==> src/rtl/raster_seq.sv <==
module raster_seq #(
  parameter int LINE_DOTS    = 456,
  parameter int SEARCH_DOTS  = 80,
  parameter int DRAW_BASE    = 168,
  parameter int DOTS_PER_SPR = 10,
  parameter int MAX_SPR      = 10,
  parameter int VIS_LINES    = 144,
  parameter int TOTAL_LINES  = 154,
  parameter int SPR_W        = 4,
  parameter int DATA_W       = 8
) (
  input  logic                           clk,
  input  logic                           rst,
  input  logic [SPR_W-1:0]               spr_count,
  output logic [1:0]                     mode,
  output logic [$clog2(TOTAL_LINES)-1:0] line,
  output logic [$clog2(LINE_DOTS)-1:0]   dot,
  output logic                           line_stb,
  output logic                           frame_stb,
  output logic                           mem_ce,
  output logic                           cpu_ce,
  input  logic                           cpu_req,
  input  logic                           cpu_sel,
  input  logic                           cpu_we,
  input  logic [DATA_W-1:0]              mem_rdata,
  output logic                           cpu_grant,
  output logic [DATA_W-1:0]              cpu_rdata
);
  localparam int DW = $clog2(LINE_DOTS);
  localparam int LW = $clog2(TOTAL_LINES);
  localparam logic [1:0] M_HBLANK = 2'd0;
  localparam logic [1:0] M_VBLANK = 2'd1;
  localparam logic [1:0] M_SEARCH = 2'd2;
  localparam logic [1:0] M_DRAW   = 2'd3;

  logic [SPR_W-1:0] spr_q, spr_lim;
  logic [1:0]       div;
  logic [DW-1:0]    draw_end;
  logic             last_dot, blocked;

  assign spr_lim  = (spr_count > SPR_W'(MAX_SPR)) ? SPR_W'(MAX_SPR) : spr_count;
  assign last_dot = (dot == DW'(LINE_DOTS - 1));
  assign draw_end = DW'(SEARCH_DOTS + DRAW_BASE) + DW'(DOTS_PER_SPR) * DW'(spr_q);

  always_ff @(posedge clk) begin
    if (rst) begin
      dot   <= '0;
      line  <= '0;
      spr_q <= '0;
      div   <= '0;
    end else begin
      div <= div + 2'd1;
      if (dot == '0) spr_q <= spr_lim;
      if (last_dot) begin
        dot  <= '0;
        line <= (line == LW'(TOTAL_LINES - 1)) ? '0 : line + LW'(1);
      end else begin
        dot <= dot + DW'(1);
      end
    end
  end

  always_comb begin
    if (line >= LW'(VIS_LINES))        mode = M_VBLANK;
    else if (dot < DW'(SEARCH_DOTS))   mode = M_SEARCH;
    else if (dot < draw_end)           mode = M_DRAW;
    else                               mode = M_HBLANK;
  end

  assign line_stb  = (dot == '0);
  assign frame_stb = line_stb && (line == LW'(VIS_LINES));
  assign mem_ce    = ~div[0];
  assign cpu_ce    = (div == 2'd0);

  assign blocked   = cpu_sel ? mode[1] : (mode == M_DRAW);
  assign cpu_grant = cpu_req & ~blocked;
  assign cpu_rdata = blocked ? '1 : mem_rdata;

  logic unused_we;
  assign unused_we = cpu_we;

  p_dot_wrap_r2: assert property (@(posedge clk) disable iff (rst)
    last_dot |=> (dot == '0 && line_stb));
  p_line_adv_r2: assert property (@(posedge clk) disable iff (rst)
    (last_dot && line != LW'(TOTAL_LINES - 1)) |=> (line == $past(line) + LW'(1)));
  p_frame_wrap_r6: assert property (@(posedge clk) disable iff (rst)
    (last_dot && line == LW'(TOTAL_LINES - 1)) |=> (line == '0 && mode == M_SEARCH));
  p_draw_after_search_r3: assert property (@(posedge clk) disable iff (rst)
    (mode == M_SEARCH && dot == DW'(SEARCH_DOTS - 1)) |=> (mode == M_DRAW));
  p_hblank_holds_r5: assert property (@(posedge clk) disable iff (rst)
    (mode == M_HBLANK && !last_dot) |=> (mode == M_HBLANK));
  p_vblank_entry_r7: assert property (@(posedge clk) disable iff (rst)
    (last_dot && line == LW'(VIS_LINES - 1)) |=> (frame_stb && mode == M_VBLANK));
  p_cpu_ce_r8: assert property (@(posedge clk) disable iff (rst)
    cpu_ce |=> (!cpu_ce && !mem_ce));
  p_vram_block_r9: assert property (@(posedge clk) disable iff (rst)
    (mode == M_DRAW && cpu_req && !cpu_sel) |-> (!cpu_grant && cpu_rdata == '1));
  p_oam_block_r10: assert property (@(posedge clk) disable iff (rst)
    (mode != M_HBLANK && mode != M_VBLANK && cpu_req && cpu_sel) |-> !cpu_grant);
  p_no_req_r11: assert property (@(posedge clk) disable iff (rst)
    !cpu_req |-> !cpu_grant);
endmodule

==> config.mk <==
export PLATFORM = sky130hd
export DESIGN_NAME = raster_seq
export DESIGN_NICKNAME = d
export VERILOG_FILES = /design/src/rtl/raster_seq.sv
export SDC_FILE = /design/constraint.sdc
export NUM_CORES = 1
export LEC_CHECK = 0
export BUFFER_PORTS_ARGS = -buffer_cell sky130_fd_sc_hd__buf_2
export CAP_MARGIN = 20
export CORE_ASPECT_RATIO = 2
export CORE_MARGIN = 4
export CORE_UTILIZATION = 51
export DETAILED_ROUTE_END_ITERATION = 10
export MAX_ROUTING_LAYER = met4
export PLACE_DENSITY_LB_ADDON = 0.3
export SYNTH_ARGS = -nofsm -noshare
export SYNTH_HDL_FRONTEND = slang
export SYNTH_SLANG_ARGS = --single-unit
==> constraint.sdc <==
create_clock -name clk -period 4 [get_ports clk]
set_input_delay 0.2 -clock clk [delete_from_list [all_inputs] [get_ports clk]]
set_output_delay 0.2 -clock clk [all_outputs]
set_load 0.01 [all_outputs]
==> results by group <==
STA
  – Pins Over Slew Limit: 0
  – Clock Skew: 0.00186 ns
  – Min cycle time layout: 3.66 ns
  – Fin. Hold Viols: 0
  – Setup violations, final: 0
  – WHS: 0.213 ns
  – Period utilisation layout: 0.916
  – Post-Route Setup TNS: 0 ns
  – RSZ-0062 raised after global routing: no
  – Worst-margin pin slew: 0.636 ns
  – Slew HR: 0.576
  – Peak Freq: 273 MHz

Critical path
  – CP Class: flop to primary output
  – Worst EP required: 3.80 ns
  – Worst EP arrival: 3.46 ns
  – Worst reg2reg path depth: 5
  – Crit path launch type: flop
  – Critical path capture point type: primary output
  – Crit path max fanout: 9

Logic synthesis
  – Area share of fa/ha/maj cells after synthesis: 0.151
  – Largest family of logic cells by synthesized area: simple AND/OR/NAND/NOR gates
  – Async SR Flop Fraction: 0
  – #FFs+latches synth: 23
  – Cell variety after synth: 38
  – Syn Inst Count: 194
  – Synth warn: 0
  – Post-synth top flop: dfxtp_1
  – Synth top area share: 0.293
  – XOR/XNOR Fraction of Synth Area: 0.0947
  – Proportion of synthesized area in mux cells: 0.00636
  – Syn nets: 230
  – EDFF count, synth: 0
  – Largest cells by area after synthesis: dfxtp_1 29%, ha_1 15%, nor2_1 6.9%
  – Simple-gate share of the synthesized area: 0.313
  – Netlist area before placement: 1570 um^2
  – Sequential element share of the synthesized area: 0.293
  – Synth area leader: dfxtp_1
  – Synth Area in Compound Gates: 0.0907
  – Top-count cell post-synth: nor2_1
  – Synthesized area per cell: 8.11 um^2
  – Commonest cells in the netlist: 29 x nor2_1, 23 x dfxtp_1, 19 x ha_1, 18 x nand2_1, 12 x inv_1

Cells and area
  – Finished Layout Cells: 268
  – Final Util: 0.623
  – Fill cell count: 294
  – Layout cells sized above 1: 0.231
  – Final-stage net count: 275
  – P&R area growth vs syn: 18.0%
  – Ant diodes: 0

Routing
  – DRC viols: 0
  – Wire per inst: 12.8 um
  – Drt first pass iters: 4
  – Via count: 1474
  – Routed WL: 3420 um
  – Final ANT Viol Nets: 0
  – Vias per cell: 5.50
  – Starting DRT DRC Count: 23

Place
  – Hpwl dp: 2810 um
  – Placed insts: 264
  – GPL Wtd Cong: 0.788
  – PortBufs: 47

Floorplanning
  – Initial Util: 0.528
  – Chip height: 86.5 um
  – IO Count: 49
  – FP Rows: 28
  – Core area: 2980 um^2
  – Die footprint: 4090 um^2
  – Die W: 47.3 um

Global routing
  – First-pass GRT wire length: 5650 um
  – Initial antenna violation count: 0
  – Total Routing Usage GR: 0.190
  – Grt ovf: 0
  – Vias in the first global route: 1322
  – Largest net degree at the start of global routing: 13

CTS
  – Resized Gates After CTS: 0
  – Clock sinks: 23
  – Clock Tree Buf Depth: 2
  – CTS tree: yes
  – CTS Buf Count: 3
  – Reg clk slew, reported paths: 0.08 ns
  – Worst skew pair latency: 0.26 ns
  – Post-CTS Setup Bufs: 0
  – Clock Tree Root: clkbuf_8
  – Hold-fix buffers, CTS: 0
  – H-tree Lvls: 1

Run
  – Max_cap viols: 0

Status
  – Outcome: finished, final reports clean

Hold path
  – HP Class: primary input to flop
  – Hold depth: 3

Power
  – Worst ir drop on vdd: 296 uV
  – Leakage power: 0.931 nW
  – PwrDens: 271 nW/um^2
-- flip-flops by register name, summed over array words and instances, names as in the netlist --
name   cells
spr_q      4
line       8
div        2
dot        9
-- worst max-delay path, stage by stage (launching register included) --
cell,delay (ns)
dfxtp_1,0.44
ha_1,0.29
ha_1,0.23
xnor2_1,0.31
nand3_1,0.17
nor3_1,0.17
ha_1,0.27
and3_1,0.16
a221oi_1,0.30
o2111ai_1,0.39
and3b_1,0.33
buf_2,0.13
-- final timing paths --
path / slack (ns) / to / start
min reg2reg: 0.43 / div[0] / div[0]
min: 0.21 / spr_q[0] / spr_count[0]
max reg2reg: 2.07 / line[0] / dot[1]
max: 0.34 / cpu_grant / spr_q[3]
-- kinds of logic (layout without fill, tap and decap cells) --
| logic type | count (synthesis) | after routing |
|---|---|---|
| AND/OR/NAND/NOR | 93 | 93 |
| multiplexers | 1 | 1 |
| adder cells (fa/ha/maj) | 19 | 19 |
| XOR/XNOR | 17 | 17 |
| flip-flops | 23 | 23 |
| AO/OA/AOI/OAI | 22 | 22 |
| buffers and inverters | 19 | 63 |
-- routing by layer --
layer	global-route usage	vias up	share of wire
li1	-	751	-
met4	0.0680	0	0.017
met3	0.0270	6	0.065
met2	0.347	42	0.56
met1	0.188	675	0.36
met5	-	-	0
-- stage by stage --
step                      instance area, um^2  power, mW  setup WS [ns]
after global routing                     1860      0.535         0.0464
after global placement                   1810      0.362          0.633
after CTS                                1860      0.506          0.303
final                                    1860      0.502          0.336
after detailed placement                 1810      0.366          0.583
after floorplan                          1570      0.331           1.05
-- cells in the final DEF (no fill, tap or decap), drive strengths merged, types with 2 or more instances in the layout --
cell / n
dfxtp: 23
nand3b: 2
xnor2: 10
ha: 19
or3: 2
nand2b: 6
nor2: 29
buf: 47
a21o: 6
o21ai: 3
and3: 2
nand3: 10
nor4: 6
nand4: 3
nor3: 5
and4: 2
nand2: 18
a31oi: 2
clkbuf: 4
xor2: 7
a21oi: 6
or2: 3
inv: 12
-- cell type report --
| cell class | count | area (um^2) | share of cell area |
|---|---|---|---|
| inverter | 12 | 45.0 | 0.0243 |
| clock buffer | 4 | 45.0 | 0.0243 |
| multi-input combinational | 152 | 1030 | 0.556 |
| sequential | 23 | 460 | 0.248 |
| tap | 30 | 37.5 | 0.0202 |
| timing repair buffer | 47 | 235 | 0.127 |
-- where the power goes --
group          switching (mW)  total, mW  internal (mW)  leakage [nW]
combinational          0.0611      0.113         0.0517         0.721
clock                  0.0716      0.143         0.0711        0.0228
sequential            0.00959      0.246          0.237         0.187
total                   0.142      0.502          0.360         0.931
No activity file was read; power rests on OpenSTA's default activity.
